**src/rtl/sca_pkg.sv**
```systemverilog
package sca_pkg;
  localparam int unsigned CELLS = 48;
  localparam int unsigned AW    = $clog2(CELLS);
  localparam int unsigned TAGW  = 8;
  localparam int unsigned BANKS = 2;

  typedef logic [AW-1:0]   addr_t;
  typedef logic [TAGW-1:0] tag_t;

  typedef struct packed {
    logic  bank;
    addr_t peak;
  } acc_t;

  typedef enum logic [1:0] {RS_IDLE, RS_BASE, RS_REQ} rs_t;

  function automatic addr_t inc_mod(addr_t a);
    return (a == addr_t'(CELLS - 1)) ? '0 : a + 1'b1;
  endfunction

  function automatic addr_t sub_mod(addr_t a, addr_t b);
    int unsigned r;
    r = (32'(a) + CELLS - (32'(b) % CELLS)) % CELLS;
    return addr_t'(r);
  endfunction
endpackage

```
**src/rtl/sca_wr_ctrl.sv**
```systemverilog
module sca_wr_ctrl
  import sca_pkg::*;
(
  input  logic             clk_i,
  input  logic             rst_ni,
  input  logic             xing_i,
  input  logic             bnd_i,
  input  logic             tag_rd_bank_i,
  input  addr_t            tag_rd_addr_i,
  output tag_t             tag_rd_o,
  output logic             wr_bank_o,
  output addr_t            wr_ptr_o,
  output logic [BANKS-1:0] wr_en_o,
  output addr_t            wr_addr_o,
  output tag_t             wr_tag_o
);
  logic             wb_q;
  tag_t             xn_q;
  logic [BANKS-1:0] wr_en_q;
  addr_t            wr_addr_q;
  tag_t             wr_tag_q;
  addr_t            ptr_w [BANKS];
  tag_t             rd_w  [BANKS];

  always_ff @(posedge clk_i or negedge rst_ni) begin
    if (!rst_ni) begin
      wb_q      <= 1'b0;
      xn_q      <= '0;
      wr_en_q   <= '0;
      wr_addr_q <= '0;
      wr_tag_q  <= '0;
    end else begin
      wr_en_q <= '0;
      if (xing_i) begin
        wr_en_q[wb_q] <= 1'b1;
        wr_addr_q     <= ptr_w[wb_q];
        wr_tag_q      <= xn_q;
        xn_q          <= xn_q + 1'b1;
        if (bnd_i) wb_q <= ~wb_q;
      end
    end
  end

  for (genvar b = 0; b < BANKS; b++) begin : g_bank
    addr_t ptr_q;
    tag_t  cell_tag_q [CELLS];
    logic  sel;

    assign sel = xing_i && (wb_q == 1'(b));

    always_ff @(posedge clk_i or negedge rst_ni) begin
      if (!rst_ni) begin
        ptr_q <= '0;
        for (int unsigned c = 0; c < CELLS; c++) cell_tag_q[c] <= '0;
      end else if (sel) begin
        cell_tag_q[ptr_q] <= xn_q;
        ptr_q             <= inc_mod(ptr_q);
      end
    end

    assign ptr_w[b] = ptr_q;
    assign rd_w[b]  = cell_tag_q[tag_rd_addr_i];
  end

  assign tag_rd_o  = rd_w[tag_rd_bank_i];
  assign wr_bank_o = wb_q;
  assign wr_ptr_o  = ptr_w[wb_q];
  assign wr_en_o   = wr_en_q;
  assign wr_addr_o = wr_addr_q;
  assign wr_tag_o  = wr_tag_q;

  assert_wr_onehot_R1: assert property (@(posedge clk_i) disable iff (!rst_ni)
    $onehot0(wr_en_o))
    else $error("write strobe not one-hot");

  assert_wr_addr_range_R1: assert property (@(posedge clk_i) disable iff (!rst_ni)
    (wr_en_o != '0) |-> (32'(wr_addr_o) < CELLS))
    else $error("write address outside cells");

  assert_wr_follows_tick_R1: assert property (@(posedge clk_i) disable iff (!rst_ni)
    (wr_en_o != '0) |-> $past(xing_i))
    else $error("write strobe without tick");
endmodule

```
**src/rtl/sca_acc_fifo.sv**
```systemverilog
module sca_acc_fifo
  import sca_pkg::*;
#(
  parameter int unsigned DEPTH = 4
) (
  input  logic clk_i,
  input  logic rst_ni,
  input  logic push_i,
  input  acc_t din_i,
  input  logic pop_i,
  output acc_t dout_o,
  output logic empty_o,
  output logic ovf_o
);
  localparam int unsigned PW = (DEPTH > 1) ? $clog2(DEPTH) : 1;
  localparam int unsigned CW = $clog2(DEPTH + 1);

  acc_t          mem_q [DEPTH];
  logic [PW-1:0] rp_q, wp_q;
  logic [CW-1:0] cnt_q;
  logic          ovf_q, full, do_push, do_pop;

  function automatic logic [PW-1:0] nxt(logic [PW-1:0] p);
    return (p == PW'(DEPTH - 1)) ? '0 : p + 1'b1;
  endfunction

  assign full    = (cnt_q == CW'(DEPTH));
  assign empty_o = (cnt_q == '0);
  assign do_pop  = pop_i && !empty_o;
  assign do_push = push_i && (!full || do_pop);
  assign dout_o  = mem_q[rp_q];
  assign ovf_o   = ovf_q;

  always_ff @(posedge clk_i or negedge rst_ni) begin
    if (!rst_ni) begin
      rp_q  <= '0;
      wp_q  <= '0;
      cnt_q <= '0;
      ovf_q <= 1'b0;
    end else begin
      if (do_push) begin
        mem_q[wp_q] <= din_i;
        wp_q        <= nxt(wp_q);
      end
      if (do_pop) rp_q <= nxt(rp_q);
      if (do_push && !do_pop)      cnt_q <= cnt_q + 1'b1;
      else if (do_pop && !do_push) cnt_q <= cnt_q - 1'b1;
      if (push_i && full && !do_pop) ovf_q <= 1'b1;
    end
  end

  assert_no_pop_empty_R7: assert property (@(posedge clk_i) disable iff (!rst_ni)
    pop_i |-> !empty_o)
    else $error("pop on empty queue");

  assert_ovf_sticky_R7: assert property (@(posedge clk_i) disable iff (!rst_ni)
    $past(ovf_o) |-> ovf_o)
    else $error("overflow flag fell");

  assert_count_range_R7: assert property (@(posedge clk_i) disable iff (!rst_ni)
    32'(cnt_q) <= DEPTH)
    else $error("queue count beyond depth");
endmodule

```
**src/rtl/sca_rd_seq.sv**
```systemverilog
module sca_rd_seq
  import sca_pkg::*;
#(
  parameter int unsigned BASE_OFS = 3
) (
  input  logic             clk_i,
  input  logic             rst_ni,
  input  logic             empty_i,
  input  acc_t             head_i,
  input  tag_t             head_tag_i,
  input  logic             wr_bank_i,
  input  logic             l2_busy_i,
  output logic             pop_o,
  output logic [BANKS-1:0] rd_en_o,
  output addr_t            rd_addr_o,
  output logic             l2_req_o,
  output logic             l2_bank_o,
  output addr_t            l2_peak_o,
  output addr_t            l2_base_o,
  output tag_t             l2_tag_o
);
  rs_t              st_q;
  acc_t             ev_q;
  tag_t             tag_q;
  addr_t            base_q;
  logic [BANKS-1:0] rd_en_q;
  addr_t            rd_addr_q;
  logic             req_q;
  logic             start;

  // head may start only once its bank has stopped writing
  assign start = (st_q == RS_IDLE) && !empty_i && (head_i.bank != wr_bank_i) && !l2_busy_i;
  assign pop_o = start;

  always_ff @(posedge clk_i or negedge rst_ni) begin
    if (!rst_ni) begin
      st_q      <= RS_IDLE;
      ev_q      <= '0;
      tag_q     <= '0;
      base_q    <= '0;
      rd_en_q   <= '0;
      rd_addr_q <= '0;
      req_q     <= 1'b0;
    end else begin
      rd_en_q <= '0;
      req_q   <= 1'b0;
      case (st_q)
        RS_IDLE: if (start) begin
          rd_en_q[head_i.bank] <= 1'b1;
          rd_addr_q            <= head_i.peak;
          ev_q                 <= head_i;
          tag_q                <= head_tag_i;
          st_q                 <= RS_BASE;
        end
        RS_BASE: if (ev_q.bank != wr_bank_i) begin
          rd_en_q[ev_q.bank] <= 1'b1;
          rd_addr_q          <= sub_mod(ev_q.peak, addr_t'(BASE_OFS));
          base_q             <= sub_mod(ev_q.peak, addr_t'(BASE_OFS));
          st_q               <= RS_REQ;
        end
        RS_REQ: begin
          req_q <= 1'b1;
          st_q  <= RS_IDLE;
        end
        default: st_q <= RS_IDLE;
      endcase
    end
  end

  assign rd_en_o   = rd_en_q;
  assign rd_addr_o = rd_addr_q;
  assign l2_req_o  = req_q;
  assign l2_bank_o = ev_q.bank;
  assign l2_peak_o = ev_q.peak;
  assign l2_base_o = base_q;
  assign l2_tag_o  = tag_q;

  assert_base_follows_peak_R5: assert property (@(posedge clk_i) disable iff (!rst_ni)
    (rd_en_o != '0 && $past(rd_en_o) != '0) |->
      (rd_en_o == $past(rd_en_o) && rd_addr_o == sub_mod($past(rd_addr_o), addr_t'(BASE_OFS))))
    else $error("baseline read not three cells before peak");

  assert_req_after_read_R6: assert property (@(posedge clk_i) disable iff (!rst_ni)
    l2_req_o |-> ($past(rd_en_o) != '0))
    else $error("request without preceding read");

  assert_req_single_R6: assert property (@(posedge clk_i) disable iff (!rst_ni)
    l2_req_o |=> !l2_req_o)
    else $error("request longer than one cycle");
endmodule

```
**src/rtl/sca_pp_ctrl.sv**
```systemverilog
module sca_pp_ctrl
  import sca_pkg::*;
#(
  parameter int unsigned QDEPTH   = 4,
  parameter int unsigned BASE_OFS = 3
) (
  input  logic            clk_i,
  input  logic            rst_ni,
  input  logic            xing_i,
  input  logic            bnd_i,
  input  logic            acc_i,
  input  logic [AW-1:0]   lat_i,
  output logic [1:0]      wr_en_o,
  output logic [AW-1:0]   wr_addr_o,
  output logic [TAGW-1:0] wr_tag_o,
  output logic [1:0]      rd_en_o,
  output logic [AW-1:0]   rd_addr_o,
  output logic            l2_req_o,
  output logic            l2_bank_o,
  output logic [AW-1:0]   l2_peak_o,
  output logic [AW-1:0]   l2_base_o,
  output logic [TAGW-1:0] l2_tag_o,
  input  logic            l2_busy_i,
  output logic            acc_ovf_o
);
  logic  wr_bank, empty, pop;
  addr_t wr_ptr;
  acc_t  push_d, head;
  tag_t  head_tag;

  assign push_d.bank = wr_bank;
  assign push_d.peak = sub_mod(wr_ptr, lat_i);

  sca_wr_ctrl u_wr (
    .clk_i         (clk_i),
    .rst_ni        (rst_ni),
    .xing_i        (xing_i),
    .bnd_i         (bnd_i),
    .tag_rd_bank_i (head.bank),
    .tag_rd_addr_i (head.peak),
    .tag_rd_o      (head_tag),
    .wr_bank_o     (wr_bank),
    .wr_ptr_o      (wr_ptr),
    .wr_en_o       (wr_en_o),
    .wr_addr_o     (wr_addr_o),
    .wr_tag_o      (wr_tag_o)
  );

  sca_acc_fifo #(.DEPTH(QDEPTH)) u_q (
    .clk_i   (clk_i),
    .rst_ni  (rst_ni),
    .push_i  (acc_i),
    .din_i   (push_d),
    .pop_i   (pop),
    .dout_o  (head),
    .empty_o (empty),
    .ovf_o   (acc_ovf_o)
  );

  sca_rd_seq #(.BASE_OFS(BASE_OFS)) u_rd (
    .clk_i      (clk_i),
    .rst_ni     (rst_ni),
    .empty_i    (empty),
    .head_i     (head),
    .head_tag_i (head_tag),
    .wr_bank_i  (wr_bank),
    .l2_busy_i  (l2_busy_i),
    .pop_o      (pop),
    .rd_en_o    (rd_en_o),
    .rd_addr_o  (rd_addr_o),
    .l2_req_o   (l2_req_o),
    .l2_bank_o  (l2_bank_o),
    .l2_peak_o  (l2_peak_o),
    .l2_base_o  (l2_base_o),
    .l2_tag_o   (l2_tag_o)
  );

  assert_no_bank_clash_R2: assert property (@(posedge clk_i) disable iff (!rst_ni)
    (rd_en_o & wr_en_o) == 2'b00)
    else $error("bank read and written together");

  assert_read_one_bank_R2: assert property (@(posedge clk_i) disable iff (!rst_ni)
    $onehot0(rd_en_o))
    else $error("both banks read");

  assert_req_addr_range_R4: assert property (@(posedge clk_i) disable iff (!rst_ni)
    l2_req_o |-> (32'(l2_peak_o) < CELLS && 32'(l2_base_o) < CELLS))
    else $error("requested cell outside bank");
endmodule

```
**config.mk**
```make
export PLATFORM = sky130hd
export DESIGN_NAME = sca_pp_ctrl
export DESIGN_NICKNAME = d
export VERILOG_FILES = /design/src/rtl/sca_pkg.sv /design/src/rtl/sca_wr_ctrl.sv /design/src/rtl/sca_acc_fifo.sv /design/src/rtl/sca_rd_seq.sv /design/src/rtl/sca_pp_ctrl.sv
export SDC_FILE = /design/constraint.sdc
export NUM_CORES = 2
export LEC_CHECK = 0
export ABC_AREA = 1
export BUFFER_PORTS_ARGS = -buffer_cell sky130_fd_sc_hd__buf_2
export CAP_MARGIN = 10
export CORE_ASPECT_RATIO = 1.1
export CORE_MARGIN = 2
export CORE_UTILIZATION = 35
export CTS_CLUSTER_SIZE = 28
export DETAILED_ROUTE_END_ITERATION = 10
export PLACE_DENSITY_LB_ADDON = 0.08
export SLEW_MARGIN = 40
export SYNTH_ARGS = -nofsm -noshare
export SYNTH_HDL_FRONTEND = slang
export SYNTH_HIERARCHICAL = 1
export SYNTH_SLANG_ARGS = --single-unit
```
**constraint.sdc**
```tcl
create_clock -name clk_i -period 3.5 [get_ports clk_i]
set_input_delay 0.175 -clock clk_i [delete_from_list [all_inputs] [get_ports clk_i]]
set_output_delay 0.175 -clock clk_i [all_outputs]
set_load 0.01 [all_outputs]
```
==> impl_metrics.ini <==
[floorplanning]
core_area_mm2 = 0.115
dieWidth_um = 328
rows = 130
die_y_um = 361
die_area_mm2 = 0.119
initial_utilization = 0.354
io_pins = 59

[timing]
worstMarginPinSlew_ns = 0.781
drv_slew = 0
relSlewSlack = 0.476
setup_viol = 0
max_freq_ghz = 0.329
hold_viol_final = 0
fin_setup_tns_ns = 0
holdWs_ns = 0.0651
period_minus_slack_ns = 3.04
clock_skew_ns = 0.0295
finalCritPeriodShare = 0.869
grt_setup_unrepaired = no

[setup_path]
ff2ff_path_depth = 19
critical-path-top-delay-family = simple AND/OR/NAND/NOR gates
slowest_stage = dfrtp_1
cp_num_buf_inv = 4
arrival_ns = 3.45
crit_top_cell = nand2_1
critPathKind = register to register
rrSetupSlack_ns = 0.46
r2r-end = u_q/mem_q[2][5]
critPathMaxStageDelay_ns = 0.58
cp-startpoint = u_wr/wr_bank_o
cp_max_fo = 15
crit_chain = buf_4 -> nand2_1 -> o21ai_0 -> inv_1 -> ha_1 -> inv_1 -> ha_1 -> nand2_2 -> inv_1 -> nand2_1 -> nand2_1 -> nor2_1 -> nor2_1 -> nand2_1 -> nand2_1 -> nand2_1 -> nand3_1 -> nand3_1 -> nand2_1
worstPathRequired_ns = 3.91
path_depth = 19
startpoint_type = register
r2r-start = u_wr/wr_bank_o
cp-end-kind = register

[final_layout]
drive_above_1_share = 0.0884
areaGrowthSynthToFinish_pct = 14.1
final_cell_mix = nand2_1, dfrtp_1, o21ai_0, nand3_1, nor2_1
utilization = 0.404
multiInputGateArea_mm2 = 0.0166
antenna_cells = 0
regArea_mm2 = 0.0220
layout_commonest_cell = nand2_1
nFillCells = 11900
fin_nets = 4971

[clock_network]
cts-root-buf = clkbuf_16
cts_buffer_depth = 3
cts.htree.levels = 3
cts.sinks = 873
cts_tree = done
cts_made_buffers = 102
insertion_delay_ns = 0.69
clk_pin_slew_ns = 0.06
cts_setup_buffers = 0

[placement]
portBuffers = 58
dp_hpwl_um = 81000
gp_congestion = 0.808

[synth]
avgSynthCellArea_um2 = 8.11
synth-async-reset-ratio = 0.968
ys_types = 47
synth_top_area_frac = 0.522
synthFlopType = dfrtp_1
syn_nets = 5038
yosys_warnings = 6
yosys.area.top_type = dfrtp_1
netlist_instances = 4997
yosysSeqAreaShare = 0.543
ys_seq_elements = 873
synth_edf_count = 28
synth_area_leaders = dfrtp_1, nand2_1, o21ai_0
synth_area_mm2 = 0.0405

[power]
power_density_mw_per_mm2 = 972
finalPower_mw = 44.9
ir_drop_v = 0.000525
power_leakage_nw = 20.9

[routing]
via_per_inst = 5.10
drtAntennaViolNets = 0
drc = 0
drt_first_pass_iters = 6
wirelength_um = 131000
first_iter_violations = 2655
vias = 33300
wl_per_cell_um = 20.0

[grt]
antenna_found_initial = 0
track_usage = 0.223
grt_first_pass_wirelength_um = 205000
grt-ovfl-total = 0
grt_max_degree = 147
grt_pass1_vias = 32600

[worst_hold_path]
hp-class = primary input to asynchronous set/reset pin

[run]
drv_cap = 0

[run_status]
status = finished clean
==> power by group <==
part           switching (mW)  internal [mW]
Clock                    4.36           6.71
Combinational            14.1           5.80
Sequential               1.36           12.6
Total                    19.8           25.1
==> final cells by class <==
class | count | share of cell area
inverters | 116 | 0.0102
clock inverters | 28 | 0.00828
flip-flops and latches | 873 | 0.476
well taps | 1518 | 0.0411
repair buffers | 186 | 0.0395
clock buffers | 157 | 0.0669
multi-input cells | 3651 | 0.358
==> how the worst max path moves through the flow <==
stage	end
floorplan	u_q/mem_q[0][5]
global placement	u_q/mem_q[1][5]
detailed placement	u_rd/l2_tag_o[0]
CTS	u_rd/l2_tag_o[0]
global route	u_q/mem_q[2][5]
finish	u_q/mem_q[2][5]
==> cells in the mapped netlist, types with 6 or more instances <==
| cell type | number |
|---|---|
| buf_2 | 108 |
| o21ai_0 | 799 |
| o221ai_1 | 8 |
| buf_4 | 6 |
| ha_1 | 27 |
| clkbuf_1 | 209 |
| nor2_1 | 130 |
| a21oi_1 | 60 |
| nor3_1 | 7 |
| buf_1 | 26 |
| inv_1 | 96 |
| inv_2 | 14 |
| nand2_1 | 1882 |
| nor2_2 | 16 |
| nor2_4 | 12 |
| nor3_4 | 7 |
| o211ai_1 | 15 |
| xor2_1 | 10 |
| buf_6 | 7 |
| o21ai_2 | 16 |
| edfxtp_1 | 28 |
| o31ai_1 | 24 |
| nand2_2 | 15 |
| dfrtp_1 | 845 |
| nand4_1 | 6 |
| nand3_1 | 542 |
| o21ai_1 | 49 |
==> what timing repair did <==
| action | in CTS | in global routing |
|---|---|---|
| setup endpoints to repair | 0 | 0 |
| hold buffers | 7 | 0 |
| gates resized for setup | 0 | 0 |
| endpoints found under the hold margin | 91 | 0 |
==> kinds of logic (layout without fill, tap and decap cells) <==
family,count (synthesis),after routing,share of synthesized area
buffers and inverters,473,487,0.0495
other,1,1,0.0000925
AND/OR/NAND/NOR,2629,2629,0.269
XOR/XNOR,15,15,0.00324
flip-flops,873,873,0.543
adder cells (fa/ha/maj),29,29,0.00933
AO/OA/AOI/OAI,977,977,0.126
==> metal layers <==
layer	vias to the layer above	GRT usage	part of all wire
met4	0	0.0528	0.019
met1	16300	0.308	0.47
met3	144	0.0239	0.033
met2	570	0.373	0.48
li1	16300	-	-
met5	-	0	0
==> sequential cells by signal, indices dropped and copies added, names as in the netlist, 8 cells and up <==
| signal | cells |
|---|---|
| u_wr/g_bank.ptr_q | 12 |
| u_wr/g_bank.cell_tag_q | 768 |
| u_wr/wr_tag_o | 8 |
| u_wr/xn_q | 8 |
| u_q/mem_q | 28 |
| u_rd/l2_tag_o | 8 |
==> stage by stage <==
stage / setup slack (ns) / instance area, um^2 / std cells
after global routing: 0.0708 / 46200 / 6529
after floorplan: 0.536 / 40500 / 4997
after global placement: 0.438 / 42600 / 6335
after CTS: 0.430 / 46200 / 6528
final: 0.460 / 46200 / 6529
after detailed placement: 0.443 / 42600 / 6336
Power figures use the tool's default switching activity.
